==> src/rtl/ipi_pkg.sv <==
// Package: shared field positions, message kind codes and message type
// for the interprocessor interrupt command register.
// Assumes a 32-bit register port and 8-bit vector and target fields.
package ipi_pkg;

    localparam int VEC_W    = 8;
    localparam int DEST_W   = 8;
    localparam int MODE_W   = 3;
    localparam int SH_W     = 2;
    localparam int WORD_W   = 32;

    localparam int VEC_LSB  = 0;
    localparam int MODE_LSB = 8;
    localparam int LOG_BIT  = 11;
    localparam int BUSY_BIT = 12;
    localparam int LVL_BIT  = 14;
    localparam int TRG_BIT  = 15;
    localparam int SH_LSB   = 18;
    localparam int DEST_LSB = WORD_W - DEST_W;

    localparam logic [MODE_W-1:0] KIND_FIXED  = 3'b000;
    localparam logic [MODE_W-1:0] KIND_LOWPRI = 3'b001;
    localparam logic [MODE_W-1:0] KIND_SMI    = 3'b010;
    localparam logic [MODE_W-1:0] KIND_RSV_A  = 3'b011;
    localparam logic [MODE_W-1:0] KIND_NMI    = 3'b100;
    localparam logic [MODE_W-1:0] KIND_INIT   = 3'b101;
    localparam logic [MODE_W-1:0] KIND_START  = 3'b110;
    localparam logic [MODE_W-1:0] KIND_RSV_B  = 3'b111;

    localparam logic [SH_W-1:0] SH_NONE     = 2'b00;
    localparam logic [SH_W-1:0] SH_ALL_INCL = 2'b10;

    typedef struct packed {
        logic [VEC_W-1:0]  vector;
        logic [MODE_W-1:0] mode;
        logic              dest_logical;
        logic              level;
        logic              trigger;
        logic [SH_W-1:0]   shorthand;
        logic [DEST_W-1:0] dest;
    } ipi_msg_t;

    typedef enum logic [1:0] {
        ST_IDLE = 2'd0,
        ST_SEND = 2'd1,
        ST_WAIT = 2'd2
    } send_state_e;

    function automatic logic kind_reserved(input logic [MODE_W-1:0] m);
        return (m == KIND_RSV_A) || (m == KIND_RSV_B);
    endfunction

endpackage

==> src/rtl/ipi_field_store.sv <==
// Module: holds the software-visible command fields and serves reads.
// Assumes one access per cycle; rdata decodes addr combinationally.
// next_fields shows the fields as they will be after a write in flight,
// so that a launch sees the value being written.
module ipi_field_store
    import ipi_pkg::*;
#(
    parameter int                ADDR_W   = 12,
    parameter logic [ADDR_W-1:0] LOW_OFS  = 12'h300,
    parameter logic [ADDR_W-1:0] HIGH_OFS = 12'h310
) (
    input  logic              clk,
    input  logic              rst_n,
    input  logic              wr_en,
    input  logic [ADDR_W-1:0] addr,
    input  logic [WORD_W-1:0] wdata,
    input  logic              busy,
    output logic [WORD_W-1:0] rdata,
    output logic              low_wr,
    output ipi_msg_t          next_fields
);

    ipi_msg_t stored;
    logic     high_wr;

    assign low_wr  = wr_en && (addr == LOW_OFS);
    assign high_wr = wr_en && (addr == HIGH_OFS);

    // Decode a low-half write on top of the stored target number.
    always_comb begin
        next_fields = stored;
        if (low_wr) begin
            next_fields.vector       = wdata[VEC_LSB +: VEC_W];
            next_fields.mode         = wdata[MODE_LSB +: MODE_W];
            next_fields.dest_logical = wdata[LOG_BIT];
            next_fields.level        = wdata[LVL_BIT];
            next_fields.trigger      = wdata[TRG_BIT];
            next_fields.shorthand    = wdata[SH_LSB +: SH_W];
        end
        if (high_wr) begin
            next_fields.dest = wdata[DEST_LSB +: DEST_W];
        end
    end

    // Register the fields; the busy bit is never taken from wdata.
    always_ff @(posedge clk) begin
        if (!rst_n) begin
            stored <= '0;
        end else begin
            stored <= next_fields;
        end
    end

    // Assemble read data for the addressed half.
    always_comb begin
        rdata = '0;
        if (addr == LOW_OFS) begin
            rdata[VEC_LSB +: VEC_W]   = stored.vector;
            rdata[MODE_LSB +: MODE_W] = stored.mode;
            rdata[LOG_BIT]            = stored.dest_logical;
            rdata[BUSY_BIT]           = busy;
            rdata[LVL_BIT]            = stored.level;
            rdata[TRG_BIT]            = stored.trigger;
            rdata[SH_LSB +: SH_W]     = stored.shorthand;
        end else if (addr == HIGH_OFS) begin
            rdata[DEST_LSB +: DEST_W] = stored.dest;
        end
    end

endmodule

==> src/rtl/ipi_msg_build.sv <==
// Module: turns register fields into the message that goes out.
// Forces the INIT de-assert form to an all-processors broadcast and
// clears the target number whenever a shorthand is in use.
// Purely combinational.
module ipi_msg_build
    import ipi_pkg::*;
(
    input  ipi_msg_t fields,
    output ipi_msg_t msg,
    output logic     reserved
);

    logic deassert;

    assign deassert = (fields.mode == KIND_INIT) && !fields.level && fields.trigger;
    assign reserved = kind_reserved(fields.mode);

    // Resolve the shorthand, then mask the target under any shorthand.
    always_comb begin
        msg = fields;
        if (deassert) begin
            msg.shorthand = SH_ALL_INCL;
        end
        if (msg.shorthand != SH_NONE) begin
            msg.dest = '0;
        end
    end

endmodule

==> src/rtl/ipi_send_ctrl.sv <==
// Module: launch, handshake and retry sequencing for one message.
// Assumes a response arrives only after the message has been taken;
// a response seen while still offering the message is ignored.
module ipi_send_ctrl
    import ipi_pkg::*;
(
    input  logic     clk,
    input  logic     rst_n,
    input  logic     launch_req,
    input  logic     launch_reserved,
    input  ipi_msg_t launch_msg,
    input  logic     msg_ready,
    input  logic     rsp_valid,
    input  logic     rsp_accept,
    output logic     msg_valid,
    output ipi_msg_t cur_msg,
    output logic     busy
);

    send_state_e state;

    assign busy      = (state != ST_IDLE);
    assign msg_valid = (state == ST_SEND);

    // Step the send sequence and capture the message at launch.
    always_ff @(posedge clk) begin
        if (!rst_n) begin
            state   <= ST_IDLE;
            cur_msg <= '0;
        end else begin
            unique case (state)
                ST_IDLE: begin
                    if (launch_req && !launch_reserved) begin
                        cur_msg <= launch_msg;
                        state   <= ST_SEND;
                    end
                end
                ST_SEND: begin
                    if (msg_ready) begin
                        state <= ST_WAIT;
                    end
                end
                ST_WAIT: begin
                    if (rsp_valid) begin
                        if (rsp_accept || (cur_msg.mode == KIND_START)) begin
                            state <= ST_IDLE;
                        end else begin
                            state <= ST_SEND;
                        end
                    end
                end
                default: state <= ST_IDLE;
            endcase
        end
    end

endmodule

==> src/rtl/ipi_cmd_reg.sv <==
// Module: top of the interprocessor interrupt command register.
// A low-half write is the send request; a high-half write only stores
// the target. Assumes a single clock domain and synchronous reset.
module ipi_cmd_reg
    import ipi_pkg::*;
#(
    parameter int                ADDR_W   = 12,
    parameter logic [ADDR_W-1:0] LOW_OFS  = 12'h300,
    parameter logic [ADDR_W-1:0] HIGH_OFS = 12'h310
) (
    input  logic              clk,
    input  logic              rst_n,
    input  logic              wr_en,
    input  logic [ADDR_W-1:0] addr,
    input  logic [31:0]       wdata,
    output logic [31:0]       rdata,
    output logic              msg_valid,
    input  logic              msg_ready,
    output logic [7:0]        msg_vector,
    output logic [2:0]        msg_mode,
    output logic              msg_dest_logical,
    output logic              msg_level,
    output logic              msg_trigger,
    output logic [1:0]        msg_shorthand,
    output logic [7:0]        msg_dest,
    input  logic              rsp_valid,
    input  logic              rsp_accept
);

    logic     pend;
    logic     low_wr;
    logic     reserved;
    ipi_msg_t next_fields;
    ipi_msg_t built;
    ipi_msg_t cur_msg;

    ipi_field_store #(
        .ADDR_W   (ADDR_W),
        .LOW_OFS  (LOW_OFS),
        .HIGH_OFS (HIGH_OFS)
    ) store_i (
        .clk         (clk),
        .rst_n       (rst_n),
        .wr_en       (wr_en),
        .addr        (addr),
        .wdata       (wdata),
        .busy        (pend),
        .rdata       (rdata),
        .low_wr      (low_wr),
        .next_fields (next_fields)
    );

    ipi_msg_build build_i (
        .fields   (next_fields),
        .msg      (built),
        .reserved (reserved)
    );

    ipi_send_ctrl ctrl_i (
        .clk             (clk),
        .rst_n           (rst_n),
        .launch_req      (low_wr),
        .launch_reserved (reserved),
        .launch_msg      (built),
        .msg_ready       (msg_ready),
        .rsp_valid       (rsp_valid),
        .rsp_accept      (rsp_accept),
        .msg_valid       (msg_valid),
        .cur_msg         (cur_msg),
        .busy            (pend)
    );

    // Drive the outgoing fields from the send buffer.
    assign msg_vector       = cur_msg.vector;
    assign msg_mode         = cur_msg.mode;
    assign msg_dest_logical = cur_msg.dest_logical;
    assign msg_level        = cur_msg.level;
    assign msg_trigger      = cur_msg.trigger;
    assign msg_shorthand    = cur_msg.shorthand;
    assign msg_dest         = cur_msg.dest;

endmodule

==> config.mk <==
export PLATFORM = sky130hd
export DESIGN_NAME = ipi_cmd_reg
export DESIGN_NICKNAME = d
export VERILOG_FILES = /design/src/rtl/ipi_pkg.sv /design/src/rtl/ipi_field_store.sv /design/src/rtl/ipi_msg_build.sv /design/src/rtl/ipi_send_ctrl.sv /design/src/rtl/ipi_cmd_reg.sv
export SDC_FILE = /design/constraint.sdc
export NUM_CORES = 1
export LEC_CHECK = 0
export BUFFER_PORTS_ARGS = -buffer_cell sky130_fd_sc_hd__buf_2
export CAP_MARGIN = 20
export CELL_PAD_IN_SITES_DETAIL_PLACEMENT = 0
export CELL_PAD_IN_SITES_GLOBAL_PLACEMENT = 2
export CORE_ASPECT_RATIO = 0.5
export CORE_MARGIN = 5
export CORE_UTILIZATION = 24
export DETAILED_ROUTE_END_ITERATION = 6
export PLACE_DENSITY = 0.75
export SLEW_MARGIN = 20
export SYNTH_ARGS = -nofsm -noshare
export SYNTH_HDL_FRONTEND = slang
export SYNTH_SLANG_ARGS = --single-unit
==> constraint.sdc <==
create_clock -name clk -period 2.4 [get_ports clk]
set_clock_uncertainty 0.05 [all_clocks]
set_input_delay 0.48 -clock clk [delete_from_list [all_inputs] [get_ports clk]]
set_output_delay 0.48 -clock clk [all_outputs]
set_load 0.01 [all_outputs]
Word-level counts from Yosys, hierarchy flattened
Cells that the tools add are included.

Bits in registers: 50. Input port bits: 50. Output and inout port bits: 57. Word-level logic and storage cells: 54.

Eq/ne operators: 11. Muxes and demuxes: 14. Reduce and logical (&&, ||, !) cells: 14.

Operators by type and width (number): two-way mux 8 bit (4); == test 12 x 10 -> 1 bit (second input constant) (2); two-way mux 16 bit (1); two-way mux 13 bit (1); two-way mux 2 bit (6); == test 3 bit (second input constant) (3); one-hot mux 2 bit (3 select lines) (1); logical AND 1 bit (5); != test 2 x 1 -> 1 bit (second input constant) (2); nonzero test 2 bit (2); == test 3 x 2 -> 1 bit (second input constant) (1); AND reduction 3 bit (1); == test 2 x 1 -> 1 bit (second input constant) (1); == test 2 bit (second input constant) (1); zero test 1 bit (2); zero test 2 bit (1); logical OR 1 bit (2); != test 2 bit (second input constant) (1); AND reduction 2 bit (1); two-way mux 1 bit (1).

Depth between registers and ports, before layout
Gate-level depths: netlist of the first run.

Word-level depth: 9. Gate-level depth with buffers: 6. Gate-level depth less buffers: 4.

Cells and area by module
A second synthesis of the first run with hierarchy kept.

Cell total of the unflattened synthesis: 331. Area, all modules: 2889.0 sq um.

By module, submodules not included: ipi_field_store (times used 1, cells an instance 175, area an instance 1549.0 sq um, sequential area each 480.5 sq um); ipi_send_ctrl (times used 1, cells an instance 120, area an instance 1041.0 sq um, sequential area each 520.5 sq um); ipi_msg_build (times used 1, cells an instance 36, area an instance 299.0 sq um, sequential area each 0.0 sq um).

Worst setup path after synthesis of the first run
OpenSTA, ideal clock, no wires.

Path kind: input to output. Start: input addr[7]. End: output rdata[10]. Arrival time: 1.554 ns. Data required time: 1.870 ns. Setup slack: 0.316 ns. Stages on the path: 5. Buffers on the path: 1. Cell sequence: nor3_1 > nand3_1 > nor2_1 > clkbuf_2 > and2_1.

Word-level cells in the longest chain between the ends: 2.

Ends and longest elaborated chain: from (decl) (RTL line ipi_cmd_reg.sv:14) `input logic [ADDR_W-1:0] addr,`; == test 12 x 10 -> 1 bit (RTL line ipi_field_store.sv:57) `if (addr == LOW_OFS) begin`; two-way mux 13 bit (RTL line ipi_field_store.sv:57); to (decl) (RTL line ipi_cmd_reg.sv:16) `output logic [31:0] rdata,`.

No other way between the ends.

Worst setup path in the final report of the first run
Start: input addr[10]. End: output rdata[3].

Same word-level chain as after synthesis.

==> results of run 1 <==
logic make-up (layout without fill, tap and decap cells):
| family | Yosys count | after routing | synth area share [%] |
|---|---|---|---|
| compound gates | 59 | 59 | 14.6 |
| flops | 50 | 50 | 47.0 |
| mux | 8 | 8 | 3.76 |
| simple gates | 115 | 115 | 28.1 |
| other cells | 1 | 7 | 0.176 |
| buf+inv | 25 | 110 | 6.29 |
stage by stage:
step | std cells | setup slack [ns] | util, % | hold WS [ns] | power, mW
2_1_floorplan | 264 | 0.316 | - | 0.382 | 0.890
3_3_place_gp | 458 | 0.214 | 31.2 | 0.390 | 0.936
3_5_place_dp | 458 | 0.200 | 31.2 | 0.395 | 0.936
4_1_cts | 466 | 0.201 | 32.9 | 0.383 | 1.67
5_1_grt | 466 | 0.106 | 32.9 | 0.390 | 1.71
6_report | 466 | 0.222 | 32.9 | 0.389 | 1.63
routing by layer:
layer  vias to the layer above  routed length [um]  part of all wire, %  GRT usage [%]
li1                       1042                   -                    -              -
met1                       951                2720                   43           13.8
met2                        57                3220                   51           20.1
met3                         4                 366                  5.8           3.26
met4                         0                  34                 0.54           3.01
met5                         -                   0                    0              0
how the worst max path moves through the flow:
stage                        start  slack (ns)  cells after the start        end
after CTS                 addr[10]        0.20                      7   rdata[3]
after global routing      addr[10]        0.11                      7   rdata[3]
after detailed placement  addr[10]        0.20                      7   rdata[3]
after floorplan            addr[7]        0.32                      5  rdata[10]
final                     addr[10]        0.22                      7   rdata[3]
after global placement     addr[3]        0.21                      7   rdata[9]
registers in the layout, indices dropped and copies added, names as in the netlist:
signal / count
store_i.stored: 24
ctrl_i.state: 2
ctrl_i.cur_msg: 24
power by group through the flow:
stage	clock network, mW	logic [mW]	registers [mW]
finish	0.718	0.0871	0.829
global route	0.783	0.0965	0.829
CTS	0.752	0.0879	0.829
detailed placement	0	0.0876	0.848
global placement	0	0.0872	0.848
floorplan	0	0.0412	0.848
cells in the mapped netlist (2+ instances only):
library cell,number
a21oi_1,34
and2_1,26
buf_2,4
buf_4,9
clkbuf_1,9
dfxtp_1,50
mux2i_1,8
nand2_1,44
nand3_1,15
nand4_1,2
nand4_2,2
nor2_1,13
nor2b_1,3
nor3_1,2
o21ai_0,15
o22ai_1,8
cell type report:
class	count	area, um^2	share of cell area (%)
Multi-Input combinational cell	189	1020	35.6
Sequential cell	50	1000	35.0
Timing Repair Buffer	100	536	18.7
Tap cell	117	146	5.12
Clock buffer	6	139	4.86
Clock inverter	2	12.5	0.438
Inverter	2	7.51	0.263
worst max-delay path, cell delays in order:
cell      delay (ns)
buf_2           0.09
and4bb_2        0.33
nand3_1         0.14
nor2_1          0.12
buf_4           0.20
and2_1          0.16
buf_2           0.13
==> run metrics, run 1 <==
Die W=143 um; TritonCTS Buffers=5; Max H-tree Level=2; Final Critical Period=2.18 ns; combinational power share=5.3%; post-synthesis register bit count=50; initial core utilization=24.5%; initial antenna violation count=0; total wire length=6.34 mm; Iter 0 DRT Violations=74; num rows=24; layout cells sized above 1=32.4%; EDFF count, synth=0; Vias/cell=4.41; DRT Pass-1 Iters=4; clock buffer depth=2; synth top area cells=dfxtp_1 (47%), a21oi_1 (8.0%), nand2_1 (7.8%), and2_1 (7.6%), mux2i_1 (3.8%); Port-buffer cells=91; Critical Path Sink Type=output port; Setup Viol. Count Final=0; CTS Hold Bufs=0; worst r2r path cells=4; post-DR wirelength/cell=13.6 um; dpl cell area=2710 um^2; synthesis-to-finish area growth=34.3%; max frequency=459 MHz; Global Route Usage Sum=11.5%; R2R Path End=ctrl_i.cur_msg[2]$_SDFFE_PN0P_; Resize count post-CTS=0; internal power=1.28 mW; Worst-path clk slew=0.07 ns; sequential fraction of the synthesis area=47.0%; most frequent cells in the layout=buf_2 (91), dfxtp_1 (50), nand2_1 (44), a21oi_1 (34), and2_1 (26); Worst Path Arrival=1.65 ns; Synth area leader=dfxtp_1; leakage=1.31 nW; hold depth=3; Clock Latency Late Sink=0.29 ns; Yosys cell types=30; Max Cap Viol=0; Setup CP Type=input pin to output port; vias in the first global route=2,162; Final Cycle Share=90.8%; clock root cell=clkbuf_16; CTS tree=done; VDD IR max=0.000250 V; Seq pwr share=50.8%; NetSw=0.357 mW; r2r setup slk=0.74 ns; first-pass GRT wire length=10.4 mm; post-synthesis async set-or-reset flop share=0%; Hold Startpoint=wdata[1]; Clock Power Share=43.9%; crit path max fanout=16; core outline area=8680 um^2; GR Overflow Total=0; Worst setup SP type=input pin; CTS sink cnt=50; Reg2Reg Launch Point=ctrl_i.state[0]$_SDFFE_PN0P_; DP HPWL=4.68 mm; post-synth top area share=47.0%; Pins Over Slew Limit=0; Remaining DRCs=0; Sw Ratio=21.9%; setup tns final=0 ns; diode count=0; DRT antenna net count=0; # nets final=398; Die Y=76.6 um; fill count=966; die area=11,000 um^2; synth warn=0; largest net degree at the start of global routing=34; Synth Cell Area=2130 um^2; I/O pin count=107; outcome=complete, no violations; Worst Hold Class=input pin to flip-flop; post-CTS setup buffers=0; RSZ-0062 raised after global routing=false; leading cell type in the layout, fill and taps excluded=buf_2; Min-Delay Endpoint=store_i.stored[17]$_SDFF_PN0_; P per Cell Area=571 nW/um^2; top_reg_cell synth=dfxtp_1; Req. time, crit path=1.87 ns; Hold Violations, Final=0; routability cong.=0.718; Via Count=2,054; cell count after synthesis=258; Synth Area per Inst=8.25 um^2; fin area=2860 um^2
No activity file was read; power rests on OpenSTA's default activity.
==> inputs of run 2 (changes only) <==
--- a/config.mk
+++ b/config.mk
@@ -13,7 +13,9 @@
 export CORE_MARGIN = 5
 export CORE_UTILIZATION = 24
 export DETAILED_ROUTE_END_ITERATION = 6
+export MAX_ROUTING_LAYER = met4
 export PLACE_DENSITY = 0.75
+export RECOVER_POWER = 25
 export SLEW_MARGIN = 20
 export SYNTH_ARGS = -nofsm -noshare
 export SYNTH_HDL_FRONTEND = slang
==> run metrics, run 2 (synthesized netlist as in run 1, its figures left out) <==
outcome=complete, no violations; placed cell count=458 (unchanged); die area=11,000 um^2 (unchanged); Hold Violations, Final=0 (unchanged); Worst-path clk slew=0.07 ns (about the same); CTS tree=done; Global Route Usage Sum=11.8% (+0.32 points); GR Overflow Total=0 (unchanged); initial core utilization=24.5% (unchanged); RSZ-0062 raised after global routing=false; num rows=24 (unchanged); Die W=143 um (unchanged); Seq pwr share=50.8% (about the same); Setup CP Type=input pin to output port; setup tns final=0 ns (unchanged); Max Cap Viol=0 (unchanged); post-DR wirelength/cell=13.6 um (+0.11%); R2R Path End=ctrl_i.cur_msg[2]$_SDFFE_PN0P_; Least-Margin Pin Slew=0.697 ns; Sw Ratio=21.8% (-0.069 points); layout cells sized above 1=25.5% (-6.9 points); max_slew headroom=53.5%; most frequent cells in the layout=buf_2 (67), dfxtp_1 (50), nand2_1 (44), a21oi_1 (34), and2_1 (26); Critical Path Sink Type=output port; Clock Power Share=43.9% (about the same); core outline area=8680 um^2 (unchanged); first-pass GRT wire length=10.4 mm (unchanged); Worst Hold Class=input pin to flip-flop; Fin Hold WS=0.388 ns (-0.00101 ns); Remaining DRCs=0 (unchanged); Worst setup SP type=input pin; VDD IR max=0.000250 V (about the same); Pins Over Slew Limit=0 (unchanged); Die Y=76.6 um (unchanged); Finished Layout Cells=466 (unchanged); Reg2Reg Launch Point=ctrl_i.state[0]$_SDFFE_PN0P_; worst-path cell chain=buf_2, and4bb_2, nand3_1, nor2_1, buf_4, and2_1, buf_2; Via Count=2,054 (unchanged); vias in the first global route=2,161 (-0.046%); max frequency=459 MHz (about the same); largest net degree at the start of global routing=34 (unchanged); Req. time, crit path=1.87 ns (about the same); worst r2r path cells=4 (unchanged); Setup Viol. Count Final=0 (unchanged); routability cong.=0.726 (+1.2%); Buffers & Inverters on Critical Path=3 (unchanged); initial antenna violation count=0 (unchanged); synthesis-to-finish area growth=32.7%; Resize count post-CTS=0 (unchanged); Largest regs=ctrl_i.cur_msg (24), store_i.stored (24), ctrl_i.state (2); fin util=32.6% (-0.37 points); leading cell type in the layout, fill and taps excluded=buf_2; total wire length=6.35 mm (+0.11%); Final Critical Period=2.18 ns (-0.000637 ns); Clock Latency Late Sink=0.29 ns (about the same); combinational power share=5.3% (about the same); hold depth=3 (unchanged); CTS sink cnt=50 (unchanged); DRT antenna net count=0 (unchanged); # nets final=398 (unchanged); Max H-tree Level=2 (unchanged); internal power=1.28 mW (about the same); TritonCTS Buffers=5 (unchanged); Final Cycle Share=90.7% (about the same); DP HPWL=4.68 mm (unchanged); DRT Pass-1 Iters=4 (unchanged); CP top delay family=simple AND/OR/NAND/NOR gates; Iter 0 DRT Violations=88 (+19%); Hold Startpoint=wdata[5]; NetSw=0.356 mW (-0.45%); I/O pin count=107 (unchanged); clock root cell=clkbuf_16; Vias/cell=4.41 (unchanged); Min-Delay Endpoint=store_i.stored[21]$_SDFF_PN0_; Worst Path Arrival=1.65 ns (about the same); leakage=1.20 nW (-8.2%); CTS Hold Bufs=0 (unchanged); Port-buffer cells=91 (unchanged); post-CTS setup buffers=0 (unchanged); clock buffer depth=2 (unchanged); most used cell along the critical path=buf_2; slowest stage delay, CP=0.33 ns (about the same); diode count=0 (unchanged); Overall Power=1.63 mW (-0.13%); crit path max fanout=16 (unchanged); r2r setup slk=0.74 ns (about the same); critical path's slowest cell=and4bb_2; P per Cell Area=577 nW/um^2 (+1.0%)
-- run 2: changes by cell type in the layout (fill, tap and decap cells not counted) --
cell / delta
buf_2: -24
clkbuf_1: +24
buf_4: -1
clkbuf_2: +1
-- run 2: worst max-delay path by stage --
stage / from / end / depth (start not counted)
floorplan: addr[7] / rdata[10] / 5
global placement: addr[3] / rdata[9] / 7
detailed placement: addr[10] / rdata[3] / 7
CTS: addr[10] / rdata[3] / 7
global route: addr[10] / rdata[3] / 7
finish: addr[10] / rdata[3] / 7
-- run 2: cell type report --
| class | count | area, um^2 |
|---|---|---|
| fillers | 979 | 5850 |
| multi-input cells | 189 | 1020 |
| flip-flops and latches | 50 | 1000 |
| repair buffers | 100 | 503 |
| well taps | 117 | 146 |
| clock buffers | 6 | 139 |
| clock inverters | 2 | 12.5 |
| inverters | 2 | 7.51 |
-- run 2: stage by stage --
| step | instance area, um^2 | setup slack (ns) |
|---|---|---|
| after floorplan | 2150 | 0.316 |
| final | 2830 | 0.222 |
| after CTS | 2860 | 0.201 |
| after detailed placement | 2710 | 0.200 |
| after global placement | 2710 | 0.214 |
| after global routing | 2830 | 0.106 |
-- run 2: per-layer routing --
| metal | vias to the layer above | routed length (um) | track usage, % |
|---|---|---|---|
| met2 | 56 | 3230 | 20.1 |
| li1 | 1041 | - | - |
| met5 | - | 0 | - |
| met4 | 0 | 34 | 3.01 |
| met3 | 4 | 337 | 2.95 |
| met1 | 953 | 2750 | 14.0 |
-- run 2: power by group through the flow --
stage / Sequential [mW] / Clock [mW] / Combinational [mW]
floorplan: 0.848 / 0 / 0.0412
global placement: 0.848 / 0 / 0.0872
detailed placement: 0.848 / 0 / 0.0876
CTS: 0.829 / 0.752 / 0.0879
global route: 0.829 / 0.783 / 0.0960
finish: 0.829 / 0.716 / 0.0864
-- run 2: worst register-to-register path: stages (launching register included) --
cell	delay [ns]
dfxtp_1	0.33
nor2_1	0.18
and2_1	0.40
nand4_2	0.34
o22ai_1	0.27
==> inputs of run 3 (changes only) <==
--- a/config.mk
+++ b/config.mk
@@ -5,6 +5,7 @@
 export SDC_FILE = /design/constraint.sdc
 export NUM_CORES = 1
 export LEC_CHECK = 0
+export ABC_AREA = 1
 export BUFFER_PORTS_ARGS = -buffer_cell sky130_fd_sc_hd__buf_2
 export CAP_MARGIN = 20
 export CELL_PAD_IN_SITES_DETAIL_PLACEMENT = 0
@@ -14,9 +15,9 @@
 export CORE_UTILIZATION = 24
 export DETAILED_ROUTE_END_ITERATION = 6
 export MAX_ROUTING_LAYER = met4
-export PLACE_DENSITY = 0.75
+export PLACE_DENSITY = 0.77
 export RECOVER_POWER = 25
-export SLEW_MARGIN = 20
+export SLEW_MARGIN = 10
 export SYNTH_ARGS = -nofsm -noshare
 export SYNTH_HDL_FRONTEND = slang
 export SYNTH_SLANG_ARGS = --single-unit
==> run metrics, run 3 <==
outcome=complete, no violations; Yosys cell types=28 (-6.7%); Worst setup SP type=input pin; clock root cell=clkbuf_16; CTS Hold Bufs=0 (unchanged); Resize count post-CTS=0 (unchanged); Synth Area per Inst=7.29 um^2 (-12%); largest net degree at the start of global routing=31 (-8.8%); worst r2r path cells=7 (+3); Synth top cells by count=nor2_1 (70), nand2_1 (51), dfxtp_1 (50), inv_1 (37), a21oi_1 (20); count leader, synth=nor2_1; most frequent cells in the layout=nor2_1 (70), buf_2 (67), nand2_1 (51), dfxtp_1 (50), inv_1 (37); NetSw=0.336 mW (-5.6%); Min-Delay Endpoint=store_i.stored[20]$_SDFF_PN0_; die area=11,600 um^2 (+5.8%); combinational power share=4.2% (-1.1 points); post-synth top area share=44.2% (-2.8 points); crit path max fanout=8 (-8); Synth Cell Area=2270 um^2 (+6.4%); synth warn=0 (unchanged); Seq pwr share=51.6% (+0.8 points); fill count=1,066 (+8.9%); max frequency=489 MHz (+6.5%); Max H-tree Level=2 (unchanged); Setup Viol. Count Final=0 (unchanged); Worst-path clk slew=0.06 ns (about the same); Clock Latency Late Sink=0.29 ns (about the same); r2r setup slk=1.03 ns (+0.29 ns); initial core utilization=24.3% (-0.23 points); core outline area=9320 um^2 (+7.4%); diode count=0 (unchanged); Worst Hold Class=input pin to flip-flop; I/O pin count=107 (unchanged); Req. time, crit path=1.87 ns (about the same); DRT antenna net count=0 (unchanged); num rows=25 (+4.2%); Synth area leader=dfxtp_1; Reg2Reg Launch Point=ctrl_i.state[1]$_SDFFE_PN0P_; Clock Power Share=44.2% (+0.3 points); hold depth=3 (unchanged); total wire length=6.26 mm (-1.4%); Die Y=78.7 um (+2.7%); Remaining DRCs=0 (unchanged); routability cong.=0.765 (+5.4%); Hold Startpoint=wdata[4]; Die W=147 um (+2.9%); GR Overflow Total=0 (unchanged); VDD IR max=0.000217 V (-13%); initial antenna violation count=0 (unchanged); leakage=1.26 nW (+5.3%); CTS tree=done; Global Route Usage Sum=10.7% (-1.1 points); first-pass GRT wire length=9.67 mm (-6.8%); setup tns final=0 ns (unchanged); sequential fraction of the synthesis area=44.2% (-2.8 points); fin area=2940 um^2 (+3.9%); DP HPWL=4.80 mm (+2.6%); Finished Layout Cells=524 (+12%); post-CTS setup buffers=0 (unchanged); post-synthesis register bit count=50 (unchanged); synthesis-to-finish area growth=29.7%; TritonCTS Buffers=5 (unchanged); Critical Path Sink Type=output port; placed cell count=516 (+13%); Setup CP Type=input pin to output port; DRT Pass-1 Iters=4 (unchanged); P per Cell Area=547 nW/um^2 (-5.2%); synth top area cells=dfxtp_1 (44%), nor2_1 (12%), nand2_1 (8.4%), inv_1 (6.1%), a21oi_1 (4.4%); cell count after synthesis=311 (+21%); Final Cycle Share=85.2% (-5.5 points); area of the multi-input gates=1000 um^2 (-1.6%); max_slew headroom=61.8% (+8.2 points); R2R Path End=ctrl_i.cur_msg[11]$_SDFFE_PN0P_; clock buffer depth=2 (unchanged); vias in the first global route=2,036 (-5.8%); Register Area=1000 um^2 (unchanged); Iter 0 DRT Violations=42 (-52%); Final Critical Period=2.05 ns (-0.132 ns); internal power=1.27 mW (-0.32%); post-synthesis async set-or-reset flop share=0% (unchanged); Least-Margin Pin Slew=0.573 ns (-0.124 ns); Vias/cell=4.10 (-7.0%); Via Count=2,149 (+4.6%); EDFF count, synth=0 (unchanged); Pins Over Slew Limit=0 (unchanged); layout cells sized above 1=24.6% (-0.94 points); post-DR wirelength/cell=11.9 um (-12%); Hold Violations, Final=0 (unchanged); leading cell type in the layout, fill and taps excluded=nor2_1; top_reg_cell synth=dfxtp_1; Port-buffer cells=91 (unchanged); Max Cap Viol=0 (unchanged); Largest regs=ctrl_i.cur_msg (24), store_i.stored (24), ctrl_i.state (2); RSZ-0062 raised after global routing=false; CTS sink cnt=50 (unchanged); Sw Ratio=20.9% (-0.92 points); # nets final=452 (+14%); Worst Path Arrival=1.52 ns (-0.13 ns); dpl cell area=2820 um^2 (+4.2%)
-- run 3: changes by cell type in the layout (fill, tap and decap cells not counted), sizes merged, moves of 3 or more --
| cell | change |
|---|---|
| nand3 | -9 |
| a211oi | +6 |
| nand4 | +6 |
| nand2 | +12 |
| a311oi | +6 |
| a21oi | -14 |
| nor2 | +60 |
| and2 | -26 |
| inv | +40 |
| o22ai | -8 |
| mux2i | -8 |
| nor2b | -3 |
-- run 3: power groups by stage --
stage | logic (mW) | clock network [mW] | registers, mW
global placement | 0.0679 | 0 | 0.848
global route | 0.0752 | 0.766 | 0.829
detailed placement | 0.0678 | 0 | 0.848
finish | 0.0671 | 0.711 | 0.830
floorplan | 0.0328 | 0 | 0.848
CTS | 0.0679 | 0.740 | 0.829
-- run 3: worst max-delay path by stage --
| stage | to | slack, ns | start |
|---|---|---|---|
| 2_1_floorplan | rdata[10] | 0.47 | addr[1] |
| 3_3_place_gp | ctrl_i.cur_msg[11]$_SDFFE_PN0P_ | 0.24 | addr[1] |
| 3_5_place_dp | ctrl_i.cur_msg[11]$_SDFFE_PN0P_ | 0.23 | addr[1] |
| 4_1_cts | rdata[31] | 0.30 | addr[6] |
| 5_1_grt | rdata[24] | 0.16 | addr[6] |
| 6_report | rdata[31] | 0.35 | addr[6] |
-- run 3: cells by family (layout without fill, tap and decap cells) --
group | Yosys count | after routing | share of synthesized area [%]
simple gates | 149 | 149 | 28.8
buf+inv | 60 | 146 | 12.6
other cells | 1 | 7 | 0.165
flops | 50 | 50 | 44.2
compound gates | 51 | 51 | 14.2
-- run 3: routing by layer --
| metal | GRT usage, % | vias to the layer above | routed length (um) |
|---|---|---|---|
| met5 | - | - | 0 |
| met4 | 3.07 | 0 | 70 |
| met3 | 2.85 | 7 | 235 |
| met2 | 18.2 | 38 | 2950 |
| met1 | 12.6 | 935 | 3000 |
| li1 | - | 1169 | - |
-- run 3: stage by stage --
stage	total power [mW]	hold WS [ns]	setup slack [ns]	util, %
4_1_cts	1.64	0.410	0.299	31.8
2_1_floorplan	0.881	0.411	0.473	-
3_3_place_gp	0.916	0.406	0.242	30.3
5_1_grt	1.67	0.424	0.161	31.5
6_report	1.61	0.418	0.354	31.5
3_5_place_dp	0.916	0.413	0.235	30.3
-- run 3: critical path, stage by stage --
cell     delay (ns)
buf_2          0.10
inv_1          0.04
nand2_1        0.07
nor3_1         0.24
nand2_1        0.26
nor2_1         0.18
buf_2          0.15
-- run 3: cell type report --
cell class,count,area share [%]
Multi-Input combinational cell,207,34.1
Tap cell,121,5.15
Clock buffer,7,4.86
Inverter,41,5.24
Sequential cell,50,34.1
Clock inverter,1,0.170
Timing Repair Buffer,97,16.4
